<file path="config.mk">
export PLATFORM = sky130hd
export DESIGN_NAME = wiper_i2c_slave
export DESIGN_NICKNAME = d
export VERILOG_FILES = /design/src/rtl/pot_i2c_pkg.sv /design/src/rtl/pot_line_sync.sv /design/src/rtl/pot_cmd_decode.sv /design/src/rtl/wiper_i2c_slave.sv
export SDC_FILE = /design/constraint.sdc
export NUM_CORES = 1
export LEC_CHECK = 0
export BUFFER_PORTS_ARGS = -buffer_cell sky130_fd_sc_hd__buf_2
export CORE_ASPECT_RATIO = 0.6
export CORE_MARGIN = 2
export CORE_UTILIZATION = 55
export DETAILED_ROUTE_END_ITERATION = 8
export PLACE_DENSITY = 0.75
export RECOVER_POWER = 100
export SYNTH_ARGS = -nofsm -noshare
export SYNTH_HDL_FRONTEND = slang
export SYNTH_SLANG_ARGS = --single-unit
</file>
<file path="constraint.sdc">
create_clock -name clk -period 4.15 [get_ports clk]
set_clock_uncertainty 0.1 [all_clocks]
set_input_delay 0.2075 -clock clk [delete_from_list [all_inputs] [get_ports clk]]
set_output_delay 0.2075 -clock clk [all_outputs]
set_load 0.005 [all_outputs]
</file>
<file path="src/rtl/pot_i2c_pkg.sv">
package pot_i2c_pkg;

    typedef enum logic [2:0] {
        OP_NOP     = 3'b000,
        OP_WIPER   = 3'b001,
        OP_MEM     = 3'b010,
        OP_PROTECT = 3'b011,
        OP_RSVD4   = 3'b100,
        OP_STORE   = 3'b101,
        OP_RESTORE = 3'b110,
        OP_RSVD7   = 3'b111
    } pot_op_e;

    typedef enum logic [3:0] {
        S_IDLE,
        S_ADDR,
        S_INSTR,
        S_WDATA,
        S_ACK_SETUP,
        S_ACK_HOLD,
        S_RD_SHIFT,
        S_RD_ACK,
        S_RD_NEXT,
        S_IGNORE
    } pot_state_e;

    typedef struct packed {
        logic wr_wiper;
        logic mem;
        logic protect;
        logic store;
        logic restore;
    } pot_cmd_t;

endpackage

</file>
<file path="src/rtl/pot_line_sync.sv">
module pot_line_sync #(
    parameter int LINES  = 2,
    parameter int STAGES = 2
) (
    input  logic             clk,
    input  logic             rst_n,
    input  logic [LINES-1:0] raw,
    output logic [LINES-1:0] level,
    output logic [LINES-1:0] rise,
    output logic [LINES-1:0] fall
);
    for (genvar g = 0; g < LINES; g++) begin : g_line
        logic [STAGES:0] chain;

        always_ff @(posedge clk) begin
            if (!rst_n) chain <= '1;
            else        chain <= {chain[STAGES-1:0], raw[g]};
        end

        assign level[g] = chain[STAGES-1];
        assign rise[g]  = chain[STAGES-1] & ~chain[STAGES];
        assign fall[g]  = ~chain[STAGES-1] & chain[STAGES];
    end
endmodule

</file>
<file path="src/rtl/pot_cmd_decode.sv">
module pot_cmd_decode
    import pot_i2c_pkg::*;
(
    input  pot_op_e  op,
    output pot_cmd_t cmd
);
    always_comb begin
        cmd = '0;
        case (op)
            OP_WIPER:   cmd.wr_wiper = 1'b1;
            OP_MEM:     cmd.mem      = 1'b1;
            OP_PROTECT: cmd.protect  = 1'b1;
            OP_STORE:   cmd.store    = 1'b1;
            OP_RESTORE: cmd.restore  = 1'b1;
            default:    cmd          = '0;
        endcase
    end
endmodule

</file>
<file path="src/rtl/wiper_i2c_slave.sv">
module wiper_i2c_slave
    import pot_i2c_pkg::*;
#(
    parameter int               ADDR_HI_W   = 5,
    parameter logic [4:0]       ADDR_HI     = 5'b01011,
    parameter int               PIN_W       = 2,
    parameter int               OP_W        = 3,
    parameter logic [7:0]       WIPER_RESET = 8'h80,
    parameter int               SYNC_STAGES = 2
) (
    input  logic         clk,
    input  logic         rst_n,
    input  logic         scl_i,
    input  logic         sda_i,
    output logic         sda_o,
    output logic         sda_oe,
    input  logic [1:0]   addr_pins,
    output logic [7:0]   wiper,
    output logic         mem_req,
    output logic         mem_we,
    output logic [4:0]   mem_addr,
    output logic [7:0]   mem_wdata,
    input  logic [7:0]   mem_rdata,
    input  logic         mem_ack
);
    localparam int BYTE_W = ADDR_HI_W + PIN_W + 1;
    localparam int MEM_AW = BYTE_W - OP_W;
    localparam int CNT_W  = $clog2(BYTE_W + 1);
    localparam logic [MEM_AW-1:0] TOL_BASE   = MEM_AW'((1 << MEM_AW) - 2);
    localparam logic [MEM_AW-1:0] WIPER_SLOT = '0;

    logic [1:0] lvl, rs, fl;
    logic       scl_lvl, sda_lvl, scl_rise, scl_fall, start_c, stop_c;

    pot_line_sync #(.LINES(2), .STAGES(SYNC_STAGES)) u_sync (
        .clk(clk), .rst_n(rst_n), .raw({sda_i, scl_i}),
        .level(lvl), .rise(rs), .fall(fl)
    );

    assign scl_lvl  = lvl[0];
    assign sda_lvl  = lvl[1];
    assign scl_rise = rs[0];
    assign scl_fall = fl[0];
    assign start_c  = fl[1] & scl_lvl & ~scl_rise;
    assign stop_c   = rs[1] & scl_lvl & ~scl_rise;

    pot_state_e          state, state_nx, ret_state;
    logic [CNT_W-1:0]    bit_cnt;
    logic [BYTE_W-2:0]   shreg;
    logic [BYTE_W-1:0]   rx_byte, tx, wiper_q;
    logic                drive_low, wp_q, cmd_go, dst_wiper;
    logic [PIN_W-1:0]    dev_pins;
    logic [MEM_AW-1:0]   ptr, ptr_nx;
    pot_op_e             op_q;
    pot_cmd_t            cmd_q;
    logic                last_bit, addr_hit;

    pot_cmd_decode u_dec (.op(op_q), .cmd(cmd_q));

    assign rx_byte  = {shreg, sda_lvl};
    assign last_bit = scl_rise && (bit_cnt == CNT_W'(BYTE_W - 1));
    assign addr_hit = (rx_byte[BYTE_W-1:1] == {ADDR_HI, dev_pins});
    assign ptr_nx   = ptr + MEM_AW'(1);

    // state register
    always_ff @(posedge clk) begin
        if (!rst_n) state <= S_IDLE;
        else        state <= state_nx;
    end

    // next state
    always_comb begin
        state_nx = state;
        if (start_c)     state_nx = S_ADDR;
        else if (stop_c) state_nx = S_IDLE;
        else begin
            unique case (state)
                S_IDLE, S_IGNORE: state_nx = state;
                S_ADDR:      if (last_bit) state_nx = addr_hit ? S_ACK_SETUP : S_IGNORE;
                S_INSTR,
                S_WDATA:     if (last_bit) state_nx = S_ACK_SETUP;
                S_ACK_SETUP: if (scl_fall) state_nx = S_ACK_HOLD;
                S_ACK_HOLD:  if (scl_fall) state_nx = ret_state;
                S_RD_SHIFT:  if (scl_fall && bit_cnt == CNT_W'(BYTE_W)) state_nx = S_RD_ACK;
                S_RD_ACK:    if (scl_rise) state_nx = sda_lvl ? S_IDLE : S_RD_NEXT;
                S_RD_NEXT:   if (scl_fall) state_nx = S_RD_SHIFT;
                default:     state_nx = S_IDLE;
            endcase
        end
    end

    // datapath and outputs
    always_ff @(posedge clk) begin
        if (!rst_n) begin
            ret_state <= S_IDLE;
            bit_cnt   <= '0;
            shreg     <= '0;
            tx        <= '0;
            drive_low <= 1'b0;
            op_q      <= OP_NOP;
            ptr       <= '0;
            wp_q      <= 1'b0;
            cmd_go    <= 1'b0;
            wiper_q   <= WIPER_RESET;
            mem_req   <= 1'b0;
            mem_we    <= 1'b0;
            mem_addr  <= '0;
            mem_wdata <= '0;
            dst_wiper <= 1'b0;
            dev_pins  <= addr_pins;
        end else begin
            if (mem_req && mem_ack) begin
                mem_req <= 1'b0;
                if (!mem_we) begin
                    if (dst_wiper) wiper_q <= mem_rdata;
                    else           tx      <= mem_rdata;
                end
            end
            if (start_c || stop_c) begin
                bit_cnt   <= '0;
                drive_low <= 1'b0;
                cmd_go    <= 1'b0;
            end else begin
                case (state)
                    S_ADDR, S_INSTR, S_WDATA: if (scl_rise) begin
                        shreg   <= rx_byte[BYTE_W-2:0];
                        bit_cnt <= last_bit ? '0 : bit_cnt + CNT_W'(1);
                        if (last_bit && state == S_ADDR && addr_hit) begin
                            if (rx_byte[0]) begin
                                ret_state <= S_RD_SHIFT;
                                if (cmd_q.mem) begin
                                    mem_req <= 1'b1; mem_we <= 1'b0;
                                    mem_addr <= ptr; dst_wiper <= 1'b0;
                                end else tx <= wiper_q;
                            end else ret_state <= S_INSTR;
                        end
                        if (last_bit && state == S_INSTR) begin
                            op_q      <= pot_op_e'(rx_byte[BYTE_W-1 -: OP_W]);
                            ptr       <= rx_byte[MEM_AW-1:0];
                            ret_state <= S_WDATA;
                            cmd_go    <= 1'b1;
                        end
                        if (last_bit && state == S_WDATA) begin
                            if (cmd_q.wr_wiper && !wp_q) wiper_q <= rx_byte;
                            if (cmd_q.protect) wp_q <= rx_byte[0];
                            if (cmd_q.mem && !wp_q && ptr < TOL_BASE) begin
                                mem_req <= 1'b1; mem_we <= 1'b1;
                                mem_addr <= ptr; mem_wdata <= rx_byte;
                            end
                        end
                    end
                    S_ACK_SETUP: if (scl_fall) begin
                        drive_low <= 1'b1;
                        if (cmd_go) begin
                            cmd_go <= 1'b0;
                            if (cmd_q.store && !wp_q) begin
                                mem_req <= 1'b1; mem_we <= 1'b1;
                                mem_addr <= WIPER_SLOT; mem_wdata <= wiper_q;
                            end
                            if (cmd_q.restore) begin
                                mem_req <= 1'b1; mem_we <= 1'b0;
                                mem_addr <= WIPER_SLOT; dst_wiper <= 1'b1;
                            end
                        end
                    end
                    S_ACK_HOLD: if (scl_fall) begin
                        bit_cnt   <= '0;
                        drive_low <= (ret_state == S_RD_SHIFT) ? ~tx[BYTE_W-1] : 1'b0;
                    end
                    S_RD_SHIFT: begin
                        if (scl_rise) bit_cnt <= bit_cnt + CNT_W'(1);
                        if (scl_fall) begin
                            if (bit_cnt == CNT_W'(BYTE_W)) drive_low <= 1'b0;
                            else begin
                                tx        <= {tx[BYTE_W-2:0], 1'b0};
                                drive_low <= ~tx[BYTE_W-2];
                            end
                        end
                    end
                    S_RD_ACK: if (scl_rise && !sda_lvl) begin
                        if (cmd_q.mem) begin
                            ptr     <= ptr_nx;
                            mem_req <= 1'b1; mem_we <= 1'b0;
                            mem_addr <= ptr_nx; dst_wiper <= 1'b0;
                        end else tx <= wiper_q;
                    end
                    S_RD_NEXT: if (scl_fall) begin
                        bit_cnt   <= '0;
                        drive_low <= ~tx[BYTE_W-1];
                    end
                    default: ;
                endcase
            end
        end
    end

    assign sda_o  = 1'b0;
    assign sda_oe = drive_low;
    assign wiper  = wiper_q;
endmodule

</file>
==> results.json <==
{
  "worstSetupEndpointType": "flip-flop",
  "synth-edff-count": 2,
  "yosysSeqAreaShare_pct": 37.1,
  "die_h_um": 68.2,
  "dpl.hpwl_um": 7300,
  "ys_warn_count": 0,
  "drt_wl_total_um": 10400,
  "yosys.cell_count.top_type": "dfxtp_1",
  "syn_nets": 459,
  "cts_max_level": 3,
  "grt_pass1_vias": 3253,
  "dr.pass1.iters": 5,
  "syn_area_um2": 3780,
  "cp.required_ns": 4.27,
  "avgRoutedWirePerCell_um": 18.5,
  "yosysTopAreaCellShare_pct": 35.5,
  "setup_viol": 0,
  "grt_pass1_wl_um": 16700,
  "n_fill_cell": 583,
  "start_kind": "flip-flop",
  "cts_buffers": 9,
  "rows": 23,
  "clockRootBuffer": "clkbuf_16",
  "relSlewSlack_pct": -26.8,
  "layout.nets": 489,
  "fmax_mhz": 297,
  "failed_checks": "max-capacitance violations, max-slew violations",
  "min_path_type": "in2reg",
  "ant_nets": 0,
  "drive_gt1_share_pct": 12.2,
  "grt-ovfl-total": 0,
  "worstSetupPathType": "reg2reg",
  "initial_core_util_pct": 56.6,
  "timing.rr.end": "mem_addr[0]",
  "max-cap-violations": 1,
  "cp_max_fo": 24,
  "clkLatencyLatePin_ns": 0.34,
  "min_period_ns": 3.37,
  "areaGrowthSynthToFinish_pct": 13.9,
  "ios": 40,
  "max-clock-path-buffers": 2,
  "timing.critical_path.from": "state[1]",
  "holdCritStartpoint": "mem_rdata[7]",
  "cts_setup_buffers": 0,
  "post-route-period-util_pct": 81.1,
  "wl_met2_um": 4320,
  "ys_types": 74,
  "synth.avg_cell_area_um2": 8.57,
  "r2r_start": "state[1]",
  "fin_setup_tns_ns": 0,
  "synthArstFlopShare_pct": 0,
  "diodes": 0,
  "p_per_area_nw_per_um2": 353,
  "rr_worst_depth": 6,
  "status": "finished, violations left",
  "numPortBuffers": 38,
  "drt_iter0_drc": 314,
  "netlist_top_cells_count": "dfxtp_1, nor2_1, mux2i_1",
  "arrival_ns": 3.49,
  "reg2reg_slack_ns": 0.78,
  "dr_total_vias": 3612,
  "drv_slew": 42,
  "top_layer_used": "met4",
  "clk_pin_slew_worst_paths_ns": 0.05,
  "min_to": "tx[7]",
  "antenna_found_initial": 0,
  "ys.flop_type": "dfxtp_1",
  "viasPerCell": 6.43,
  "place_congestion": 0.987,
  "synth_area_leader_cell": "dfxtp_1",
  "synthTopCellsByArea": "dfxtp_1, mux2i_1, nor2_1",
  "cts_tree": "built",
  "peakVddDrop_mv": 0.269,
  "worst_slew_pin_slew_ns": 1.90,
  "synth-seq-cells": 69,
  "p_leak_nw": 1.64,
  "totalPowerFinal_w": 0.00152,
  "hold_viol": 0,
  "wirelength_met1_um": 4830,
  "rsz0062_at_grt": "false",
  "coreArea_um2": 6680,
  "hold_depth": 3,
  "synth_cells": 441,
  "wl_met3_um": 1120,
  "hold_buffers": 4,
  "drc": 0,
  "grt_use_total_pct": 28.3,
  "die_x_um": 111,
  "die-area_um2": 7580,
  "cts_sinks": 69,
  "ctsResizeCount": 0,
  "grt_max_degree": 42
}
[layer usage]
layer / vias up / track usage (%)
met5: - / 0
met4: 0 / 9.26
met3: 18 / 7.62
met2: 200 / 41.1
met1: 1706 / 40.8
li1: 1688 / -
[worst max path at each step]
stage | endpoint | slack [ns] | cells after the start
CTS | mem_addr[0] | 1.02 | 6
global route | mem_addr[0] | 0.52 | 6
detailed placement | mem_addr[0] | 1.07 | 6
global placement | mem_addr[0] | 1.25 | 6
finish | mem_addr[0] | 0.78 | 6
floorplan | mem_addr[0] | 1.84 | 8
[stage by stage]
| step | utilization [%] | setup slack (ns) | std cells | hold WS, ns | instance area, um2 |
|---|---|---|---|---|---|
| 3_5_place_dp | 59.9 | 1.07 | 543 | 0.286 | 4000 |
| 3_3_place_gp | 59.9 | 1.25 | 543 | 0.285 | 4000 |
| 5_1_grt | 64.5 | 0.517 | 562 | 0.108 | 4310 |
| 4_1_cts | 65.0 | 1.02 | 562 | 0.0981 | 4340 |
| 2_1_floorplan | - | 1.84 | 441 | 0.181 | 3780 |
| 6_report | 64.5 | 0.784 | 562 | 0.100 | 4310 |
[worst max-delay path: stages, from the launching register on]
cell	delay, ns
dfxtp_1	0.77
nor2b_1	0.21
and2_0	0.58
a221o_1	0.50
a211oi_2	0.56
o21ai_0	0.25
a31o_1	0.28
[layout make-up]
| class | instances | area (um2) | area share [%] |
|---|---|---|---|
| repair buffers | 47 | 239 | 5.55 |
| flip-flops and latches | 69 | 1400 | 32.5 |
| inverters | 9 | 33.8 | 0.785 |
| clock buffers | 14 | 274 | 6.36 |
| well taps | 87 | 109 | 2.53 |
| multi-input cells | 335 | 2220 | 51.5 |
| clock inverters | 1 | 30.0 | 0.697 |
[power by group]
group	switching [W]	internal, W
Combinational	0.0000354	0.0000226
Clock	0.000273	0.000511
Sequential	0.00000752	0.000672
[kinds of logic (layout without fill, tap and decap cells)]
kind of cell               after synthesis  count (layout)  synth area share, %
buffers and inverters                   37              71                 4.27
and+or+nand+nor                        161             161                 22.9
xor gates and xnor gates                 7               7                 1.62
AOI/OAI and AO/OA                      120             120                 21.6
DFF                                     69              69                 37.1
adders and majority gates                3               3                0.993
other                                    1               1               0.0992
muxes                                   43              43                 11.4
[flip-flops by register name, summed over array words and instances, names as in the netlist]
name / cells
ret_state: 3
ptr: 5
tx: 8
bit_cnt: 4
cmd_go: 1
op_q: 3
shreg: 7
wiper: 8
mem_wdata: 8
state: 4
mem_we: 1
dev_pins: 2
sda_oe: 1
mem_addr: 5
mem_req: 1
u_sync.g_line.chain: 6
wp_q: 1
dst_wiper: 1
[cells in the final DEF (no fill, tap or decap), drive strengths merged, types with 21 or more instances in the layout]
cell / n
clkbuf: 31
nand2: 22
dfxtp: 67
nor2: 56
o21ai: 22
a21oi: 28
a211oi: 21
buf: 26
mux2i: 41
(Power assumes the default switching activity.)
